==> src/rtl/sar_seq_pkg.sv <==
package sar_seq_pkg;

  typedef enum logic [2:0] {
    ST_CAL     = 3'd0,
    ST_IDLE    = 3'd1,
    ST_SAMPLE  = 3'd2,
    ST_CONV    = 3'd3,
    ST_POSTCAL = 3'd4
  } seq_state_t;

endpackage

==> src/rtl/sar_cal_timer.sv <==
module sar_cal_timer #(
  parameter int CAL_CYCLES = 3840
) (
  input  logic clk,
  input  logic rst,
  output logic cal_o,
  output logic done_o
);
  localparam int CNT_W = $clog2(CAL_CYCLES);
  localparam logic [CNT_W-1:0] LAST = CNT_W'(CAL_CYCLES - 1);

  logic [CNT_W-1:0] cnt_q;
  logic             cal_q;

  assign done_o = cal_q && (cnt_q == LAST);
  assign cal_o  = cal_q;

  always_ff @(posedge clk) begin
    if (rst) begin
      cnt_q <= '0;
      cal_q <= 1'b1;
    end else if (cal_q) begin
      if (done_o) begin
        cal_q <= 1'b0;
      end else begin
        cnt_q <= cnt_q + CNT_W'(1);
      end
    end
  end

  // calibration ends only after the full count
  p_cal_len_r1: assert property (@(posedge clk) disable iff (rst)
    $fell(cal_q) |-> ($past(cnt_q) == LAST));

endmodule

==> src/rtl/sar_bit_engine.sv <==
module sar_bit_engine #(
  parameter int WIDTH = 12
) (
  input  logic             clk,
  input  logic             rst,
  input  logic             load_i,
  input  logic             step_i,
  input  logic             cmp_i,
  output logic [WIDTH-1:0] trial_o,
  output logic [WIDTH-1:0] code_o,
  output logic             last_o
);
  localparam int IDX_W = $clog2(WIDTH);
  localparam logic [WIDTH-1:0] ONE = WIDTH'(1);

  logic [WIDTH-1:0] sar_q;
  logic [IDX_W-1:0] idx_q;
  logic [WIDTH-1:0] mask;

  assign mask    = ONE << idx_q;
  assign trial_o = sar_q | mask;
  assign code_o  = cmp_i ? trial_o : sar_q;
  assign last_o  = (idx_q == '0);

  always_ff @(posedge clk) begin
    if (rst) begin
      sar_q <= '0;
      idx_q <= '0;
    end else if (load_i) begin
      sar_q <= '0;
      idx_q <= IDX_W'(WIDTH - 1);
    end else if (step_i) begin
      sar_q <= code_o;
      if (!last_o) idx_q <= idx_q - IDX_W'(1);
    end
  end

  // search opens with only the MSB set
  p_msb_first_r4: assert property (@(posedge clk) disable iff (rst)
    load_i |=> (trial_o == (ONE << (WIDTH - 1))));

endmodule

==> src/rtl/sar_postcal_rotator.sv <==
module sar_postcal_rotator #(
  parameter int WIDTH = 12,
  parameter int SLOT_W = $clog2(WIDTH + 1)
) (
  input  logic              clk,
  input  logic              rst,
  input  logic              advance_i,
  output logic [SLOT_W-1:0] slot_o
);
  localparam logic [SLOT_W-1:0] TOP = SLOT_W'(WIDTH);

  logic [SLOT_W-1:0] slot_q;
  assign slot_o = slot_q;

  always_ff @(posedge clk) begin
    if (rst) begin
      slot_q <= '0;
    end else if (advance_i) begin
      slot_q <= (slot_q == TOP) ? '0 : slot_q + SLOT_W'(1);
    end
  end

  // slot stays within offset plus one per array bit
  p_slot_range_r8: assert property (@(posedge clk) disable iff (rst)
    slot_q <= TOP);

endmodule

==> src/rtl/sar_conv_seq.sv <==
module sar_conv_seq
  import sar_seq_pkg::*;
#(
  parameter int RES_W      = 12,
  parameter int CH_W       = 5,
  parameter int SLEN_W     = 8,
  parameter int TRIM_W     = 8,
  parameter int CAL_CYCLES = 3840,
  parameter int SLOT_W     = $clog2(RES_W + 1)
) (
  input  logic              clk,
  input  logic              rst,
  input  logic              start_i,
  input  logic [CH_W-1:0]   chan_i,
  input  logic [SLEN_W-1:0] sample_len_i,
  input  logic              cmp_i,
  input  logic [TRIM_W-1:0] trim_i,
  output logic              cal_o,
  output logic              sample_o,
  output logic              busy_o,
  output logic              valid_o,
  output logic [RES_W-1:0]  result_o,
  output logic [RES_W-1:0]  trial_o,
  output logic [CH_W-1:0]   chan_sel_o,
  output logic              postcal_o,
  output logic [SLOT_W-1:0] postcal_slot_o,
  output logic [TRIM_W-1:0] trim_o,
  output logic              start_dropped_o
);
  localparam int SC_W = SLEN_W + 1;

  seq_state_t        state_q;
  logic [SC_W-1:0]   samp_cnt_q;
  logic [SLEN_W-1:0] len_q;
  logic [CH_W-1:0]   chan_q;
  logic              valid_q;
  logic [RES_W-1:0]  result_q;
  logic              dropped_q;

  logic              cal_done;
  logic              accept;
  logic              samp_last;
  logic              conv_step;
  logic              conv_last;
  logic [RES_W-1:0]  eng_trial;
  logic [RES_W-1:0]  eng_code;

  sar_cal_timer #(.CAL_CYCLES(CAL_CYCLES)) u_cal (
    .clk    (clk),
    .rst    (rst),
    .cal_o  (cal_o),
    .done_o (cal_done)
  );

  assign accept    = start_i && (state_q == ST_IDLE);
  assign samp_last = (state_q == ST_SAMPLE) &&
                     (samp_cnt_q == ({1'b0, len_q} + SC_W'(1)));
  assign conv_step = (state_q == ST_CONV);

  sar_bit_engine #(.WIDTH(RES_W)) u_bits (
    .clk     (clk),
    .rst     (rst),
    .load_i  (samp_last),
    .step_i  (conv_step),
    .cmp_i   (cmp_i),
    .trial_o (eng_trial),
    .code_o  (eng_code),
    .last_o  (conv_last)
  );

  sar_postcal_rotator #(.WIDTH(RES_W), .SLOT_W(SLOT_W)) u_rot (
    .clk       (clk),
    .rst       (rst),
    .advance_i (state_q == ST_POSTCAL),
    .slot_o    (postcal_slot_o)
  );

  always_ff @(posedge clk) begin
    if (rst) begin
      state_q    <= ST_CAL;
      samp_cnt_q <= '0;
      len_q      <= '0;
      chan_q     <= '0;
      valid_q    <= 1'b0;
      result_q   <= '0;
      dropped_q  <= 1'b0;
    end else begin
      dropped_q <= start_i && (state_q != ST_IDLE);
      case (state_q)
        ST_CAL: begin
          if (cal_done) state_q <= ST_IDLE;
        end
        ST_IDLE: begin
          if (accept) begin
            state_q    <= ST_SAMPLE;
            samp_cnt_q <= '0;
            len_q      <= sample_len_i;
            chan_q     <= chan_i;
            valid_q    <= 1'b0;
          end
        end
        ST_SAMPLE: begin
          samp_cnt_q <= samp_cnt_q + SC_W'(1);
          if (samp_last) state_q <= ST_CONV;
        end
        ST_CONV: begin
          if (conv_last) begin
            state_q  <= ST_POSTCAL;
            result_q <= eng_code;
            valid_q  <= 1'b1;
          end
        end
        ST_POSTCAL: begin
          state_q <= ST_IDLE;
        end
        default: state_q <= ST_IDLE;
      endcase
    end
  end

  assign sample_o        = (state_q == ST_SAMPLE);
  assign busy_o          = (state_q == ST_SAMPLE) || (state_q == ST_CONV);
  assign postcal_o       = (state_q == ST_POSTCAL);
  assign valid_o         = valid_q;
  assign result_o        = result_q;
  assign trial_o         = conv_step ? eng_trial : '0;
  assign chan_sel_o      = sample_o ? chan_q : '0;
  assign trim_o          = postcal_o ? trim_i : '0;
  assign start_dropped_o = dropped_q;

  // no activity while calibrating
  p_cal_quiet_r1: assert property (@(posedge clk) disable iff (rst)
    cal_o |-> (!busy_o && !valid_o && !postcal_o));

  // sample and busy rise together
  p_sample_busy_r3: assert property (@(posedge clk) disable iff (rst)
    $rose(sample_o) |-> $rose(busy_o));

  // busy continues after sampling ends
  p_busy_after_sample_r4: assert property (@(posedge clk) disable iff (rst)
    $fell(sample_o) |-> busy_o);

  // end of conversion raises valid and opens post-calibration
  p_done_valid_r5: assert property (@(posedge clk) disable iff (rst)
    $fell(busy_o) |-> (valid_o && postcal_o));

  // valid only clears on a start request
  p_valid_clear_r6: assert property (@(posedge clk) disable iff (rst)
    $fell(valid_o) |-> $past(start_i));

  // result only moves when valid rises
  p_result_hold_r7: assert property (@(posedge clk) disable iff (rst)
    !$rose(valid_o) |-> $stable(result_o));

  // start during calibration is ignored and reported
  p_drop_cal_r10: assert property (@(posedge clk) disable iff (rst)
    (start_i && cal_o) |=> (start_dropped_o && !sample_o));

endmodule

==> config.mk <==
export PLATFORM = sky130hd
export DESIGN_NAME = sar_conv_seq
export DESIGN_NICKNAME = d
export VERILOG_FILES = /design/src/rtl/sar_seq_pkg.sv /design/src/rtl/sar_cal_timer.sv /design/src/rtl/sar_bit_engine.sv /design/src/rtl/sar_postcal_rotator.sv /design/src/rtl/sar_conv_seq.sv
export SDC_FILE = /design/constraint.sdc
export NUM_CORES = 1
export LEC_CHECK = 0
export ABC_AREA = 1
export BUFFER_PORTS_ARGS = -buffer_cell sky130_fd_sc_hd__buf_4
export CAP_MARGIN = 20
export CORE_ASPECT_RATIO = 0.6
export CORE_MARGIN = 2
export CORE_UTILIZATION = 40
export DETAILED_ROUTE_END_ITERATION = 16
export PLACE_DENSITY = 0.64
export SYNTH_ARGS = -nofsm -noshare
export SYNTH_HDL_FRONTEND = slang
export SYNTH_SLANG_ARGS = --single-unit
==> constraint.sdc <==
create_clock -name clk -period 2.4 [get_ports clk]
set_input_delay 0.24 -clock clk [delete_from_list [all_inputs] [get_ports clk]]
set_output_delay 0.24 -clock clk [all_outputs]
set_load 0.03 [all_outputs]
==> out/metrics.csv, run 1 <==
metric;value;unit
fillers;850;
vias_per_cell;4.866;
path_cells;inv_1, nor2_2, nand2_1, inv_1, o21a_1, buf_4;
tightest_slew;0.4583;ns
cts_root_buffer;clkbuf_16;
synth_top_cells_by_area;dfxtp_1, nand2_1, inv_1;
outcome;finished clean;
ff2ff_setup_slack;0.43;ns
crit_path_end_kind;output port;
slew-limit-headroom;69.42;%
num_vias;3426;
use_met3;7.093;%
area_growth;26.18;%
synth_top_area_cell;dfxtp_1;
synth_compound_area_share;17.15;%
yosysWarnings;0;
clock_skew;0.004933;ns
drcViolationCount;0;
synth_fa_ha_area_share;1.783;%
die_h;76.55;um
fin_crit;2.182;ns
clkSinkCount;72;
hold_ws;0.1525;ns
finalSetupTns;0;ns
grtUsageMet1;29.58;%
yosys.area_share.simple;27.14;%
path_clk_slew;0.06;ns
numPortBuffers;71;
powerDensity;753.1;nW/um^2
worstPathRequired;2.16;ns
p_leak;1.831;nW
final_nets;617;
rsz0062_at_grt;false;
grt_max_degree;28;
ff_latch_area;1441;sq um
ctsHtreeMaxLevel;3;
fin_util;51.94;%
synth_cell_types;31;
wirelength;8990;um
cap_violations;0;
die_width;124.9;um
layout_common_cells;nand2_1, inv_1, buf_4;
grt_pass1_vias;3101;
cts_tree;yes;
numCtsBuffers;9;
report.final.slew_viol_count;0;
cp_common_cell;inv_1;
path_max_fanout;12;
syn_area;3508;sq um
diodes;0;
dpl.hpwl;6503;um
final_antenna_net_count;0;
layout_setup_ws;0.2184;ns
busiest_layer;met1;
crit_type;reg2out;
cp_slowest_cell;inv_1;
ir_drop;0.4126;mV
setup_violations;0;
final_common_cell;nand2_1;
use_met2;26.23;%
synth-seq-area-share;41.08;%
cp-start-kind;flip-flop;
grt_first_pass_wirelength;15260;um
synth_cells;516;
core-area;8523;sq um
firstDrtPassIters;7;
hold_viol;0;
worstPathArrival;1.94;ns
post-route-period-util;90.90;%
min_path_type;in2reg;
track_usage;19.80;%
rows;26;
start_util;41.16;%
critical_path_buf_inv_count;3;
cts.path.max_buffers;2;
dieArea;9561;sq um
dr.first_iter.drc_count;250;
worst_path_largest_cell_delay;0.38;ns
avgSynthCellArea;6.799;sq um
synth_top_area_share;41.08;%
syn-num-nets;546;
drive_above_1_share;18.58;%
antenna_found_initial;0;
muxShareOfSynthArea;0;%
cp_top_family;buffers and inverters;
fmax;458.4;MHz
pin_count;72;
gp_congestion;0.9424;
grt_overflow_total;0;
multi_input_area;1683;sq um
synth_top_family_by_area;simple AND/OR/NAND/NOR gates;
wl_per_cell;12.77;um
clk_latency;0.34;ns
ys_seq_elements;72;
synth_xor_area_share;1.748;%
pre_cts_slack;0.4747;ns
tightest hold or removal path, delay by kind of cell:
kind	cells	cell delay [ns]
AOI/OAI and AO/OA	1	0.07
buffers and inverters	1	0.07
and+or+nand+nor	1	0.08
what timing repair did:
item                                   4_1_cts  5_1_grt
gates resized for setup                      0        1
buffers inserted                             0        0
endpoints found under the hold margin        0        0
hold buffers                                 0        0
setup endpoints to repair                    0        1
state kept, by name (all words and copies together) (netlist names):
name and cells:
result_o 12, u_rot.slot_o 4, u_bits.idx_q 4, state_q 3
chan_q 5, u_cal.cal_o 1, len_q 8, u_bits.sar_q 12
u_cal.cnt_q 12, valid_o 1, start_dropped_o 1, samp_cnt_q 9
Yosys cell counts:
master    instances
clkbuf_1         11
o21bai_1          1
o21a_1            3
xor2_1            5
dfxtp_1          72
o21ai_0          41
nand3_1          28
nand2_4           1
a31oi_1           2
or2_1             1
nand4_1           2
nand2_1          89
nor4_1            1
a211oi_1          5
or2_4             1
a311oi_1          1
nor2_1           74
clkbuf_2          1
inv_1            80
ha_1              5
nor2_2           13
a21oi_1          58
nor4_2            1
nor3b_1           2
a221oi_1          2
clkinv_1          2
nor2_4            1
nor3_1            7
xnor2_1           2
buf_12            1
buf_2             3
routing by layer:
layer / part of all wire [%] / vias up
li1: - / 1790
met1: 52 / 1523
met2: 39 / 102
met3: 7.0 / 11
met4: 1.6 / 0
met5: 0 / -
per-stage QoR:
stage	std cells	total power, W	area, sq um
after floorplan	516	0.001860	3508
after global placement	688	0.002079	4138
after detailed placement	688	0.002090	4138
after CTS	704	0.003356	4422
after global routing	704	0.003529	4427
final	704	0.003334	4427
layout make-up:
cell class	instances	area share, %
Timing Repair Buffer	76	12.89
Multi-Input combinational cell	346	38.02
Sequential cell	72	32.56
Clock inverter	6	1.018
Inverter	82	6.953
Tap cell	112	3.166
Clock buffer	10	5.399
where the power goes:
group	switching (W)	internal (W)
logic	0.000482	0.000242
registers	0.0000715	0.00128
clock network	0.000532	0.000726
cell families (layout without fill, tap and decap cells):
logic type / after synthesis / in the layout
buf+inv: 98 / 174
simple gates: 221 / 221
xor+xnor: 7 / 7
flops: 72 / 72
compound gates: 113 / 113
fa+ha+maj: 5 / 5
path summary, 6_finish.rpt:
kind,cells past startpoint,startpoint,to
max,6,state_q[1]$_SDFFE_PP0P_,trial_o[8]
min,3,sample_len_i[5],len_q[5]$_SDFFE_PP0P_
max reg2reg,11,state_q[1]$_SDFFE_PP0P_,u_bits.idx_q[2]$_SDFFE_PP0P_
min reg2reg,2,chan_q[1]$_SDFFE_PP0P_,chan_q[1]$_SDFFE_PP0P_
Power figures use the tool's default switching activity.
==> inputs of run 2 (changes only) <==
Settings changed: CORE_MARGIN 2 to 4.
Clock period 2.4 ns to 2.59 ns, I/O delays scaled along.
==> out/metrics.csv, run 2 (same netlist as run 1, synthesis figures left out) <==
metric;value;unit;change
postLayoutCellArea;4467;sq um;+0.90%
dieArea;10380;sq um;+8.6%
final_antenna_net_count;0;;unchanged
cts_root_buffer;clkbuf_16;;
grt_pass1_vias;3114;;+0.42%
die_width;128.9;um;+3.2%
finalSetupTns;0;ns;unchanged
start_util;41.16;%;unchanged
hold_viol;0;;unchanged
die_h;80.55;um;+5.2%
fmax;464.0;MHz;
cts.path.max_buffers;2;;unchanged
layout_setup_ws;0.4349;ns;+0.2165 ns
worstRegToRegCells;11;;unchanged
pin_count;72;;unchanged
rsz0062_at_grt;false;;
drive_above_1_share;18.55;%;-0.031 points
grt_max_degree;27;;-3.6%
path_depth;6;;unchanged
dpl.hpwl;6781;um;+4.3%
numCtsBuffers;9;;unchanged
firstDrtPassIters;5;;-2
report.final.slew_viol_count;0;;unchanged
numPortBuffers;71;;unchanged
clkSinkCount;72;;unchanged
hold_depth;3;;unchanged
ctsHtreeMaxLevel;3;;unchanged
drcViolationCount;0;;unchanged
fin_util;52.41;%;+0.47 points
cp-start-kind;flip-flop;;
slew-limit-headroom;64.13;%;-5.3 points
hold_buffers;0;;unchanged
area_growth;27.32;%;
vias_per_cell;4.889;;+0.47%
grt_overflow_total;0;;unchanged
dr.first_iter.drc_count;309;;+24%
place_area;4145;sq um;+0.18%
diodes;0;;unchanged
core-area;8523;sq um;unchanged
powerDensity;726.9;nW/um^2;-3.5%
multi_input_area;1678;sq um;-0.30%
crit_type;reg2out;;
worst_path_largest_cell_delay;0.37;ns;about the same
rows;26;;unchanged
clock_skew;0.007348;ns;+0.002415 ns
tightest_slew;0.5340;ns;+0.07575 ns
post-route-period-util;83.21;%;
worstPathArrival;1.90;ns;-0.04 ns
gp_congestion;0.9156;;-2.8%
cts_tree;yes;;
wl_per_cell;12.87;um;+0.80%
cp_common_cell;inv_1;;
ctsResizeCount;0;;unchanged
track_usage;18.19;%;-1.6 points
wirelength;9075;um;+0.95%
layout_common_cells;nand2_1, inv_1, buf_4;;
clk_latency;0.34;ns;about the same
num_vias;3447;;+0.61%
final_common_cell;nand2_1;;
cp_top_family;buffers and inverters;;
path_max_fanout;12;;unchanged
ir_drop;0.3611;mV;-12%
pre_cts_slack;0.6450;ns;+0.1703 ns
worstPathRequired;2.33;ns;+0.17 ns
min_path_type;in2reg;;
fin_crit;2.155;ns;
ff_latch_area;1441;sq um;unchanged
cp_slowest_cell;inv_1;;
setup_violations;0;;unchanged
path_cells;inv_1, nor2_2, nand2_1, inv_1, o21a_1, buf_4;;
antenna_found_initial;0;;unchanged
cap_violations;0;;unchanged
critical_path_buf_inv_count;3;;unchanged
outcome;finished clean;;
final_nets;618;;+0.16%
cts_setup_buffers;0;;unchanged
fillers;837;;-1.5%
p_leak;1.861;nW;+1.6%
crit_path_end_kind;output port;;
grt_first_pass_wirelength;15090;um;-1.1%
path_clk_slew;0.06;ns;about the same
run 2: cell count changes in the layout (fill, tap and decap cells not counted):
cell / previous run / this run
nor3_1: 6 / 7
clkinvlp_4: 6 / 3
bufinv_16: 0 / 2
clkinv_4: 0 / 1
clkinv_2: 0 / 1
nor3_2: 1 / 0
clkbuf_8: 1 / 0
buf_4: 76 / 77
run 2: final cells by class:
| cell class | count | share of cell area, % |
|---|---|---|
| Clock buffer | 9 | 5.042 |
| Sequential cell | 72 | 32.27 |
| Inverter | 82 | 6.891 |
| Timing Repair Buffer | 77 | 12.94 |
| Clock inverter | 7 | 2.157 |
| Multi-Input combinational cell | 346 | 37.56 |
| Tap cell | 112 | 3.137 |
run 2: power breakdown:
part | switching, W | internal [W] | total (W) | leakage, nW
registers | 0.0000658 | 0.00119 | 0.00125 | 0.582
logic | 0.000443 | 0.000225 | 0.000668 | 1.13
clock network | 0.000485 | 0.000842 | 0.00133 | 0.148
run 2: worst register-to-register path: stages, from the launching register on:
cell	delay, ns
dfxtp_1	0.35
inv_1	0.09
nor2_2	0.14
nand2_1	0.24
inv_1	0.37
nand2_1	0.22
nor2_1	0.14
nand2_1	0.08
nand2_1	0.06
o21ai_0	0.07
inv_1	0.07
nor2_2	0.03
run 2: metrics by stage:
step / instances / power, W / hold slack [ns]
finish: 705 / 0.003247 / 0.1676
global route: 705 / 0.003410 / 0.1720
CTS: 705 / 0.003270 / 0.1598
detailed placement: 689 / 0.001939 / 0.4499
global placement: 689 / 0.001927 / 0.4392
floorplan: 516 / 0.001724 / 0.3848
run 2: worst paths after layout:
check / startpoint / endpoint / slack (ns)
max: state_q[1]$_SDFFE_PP0P_ / trial_o[8] / 0.43
min: sample_len_i[2] / len_q[2]$_SDFFE_PP0P_ / 0.17
max reg2reg: state_q[1]$_SDFFE_PP0P_ / u_bits.idx_q[2]$_SDFFE_PP0P_ / 0.61
min reg2reg: chan_q[0]$_SDFFE_PP0P_ / chan_q[0]$_SDFFE_PP0P_ / 0.46
run 2: metal layers:
| layer | global-route usage (%) | share of wire, % | vias up |
|---|---|---|---|
| met5 | 0 | 0 | - |
| met2 | 24.59 | 40 | 90 |
| li1 | - | - | 1783 |
| met4 | 4.822 | 1.1 | 0 |
| met3 | 5.183 | 6.1 | 13 |
| met1 | 27.58 | 53 | 1561 |
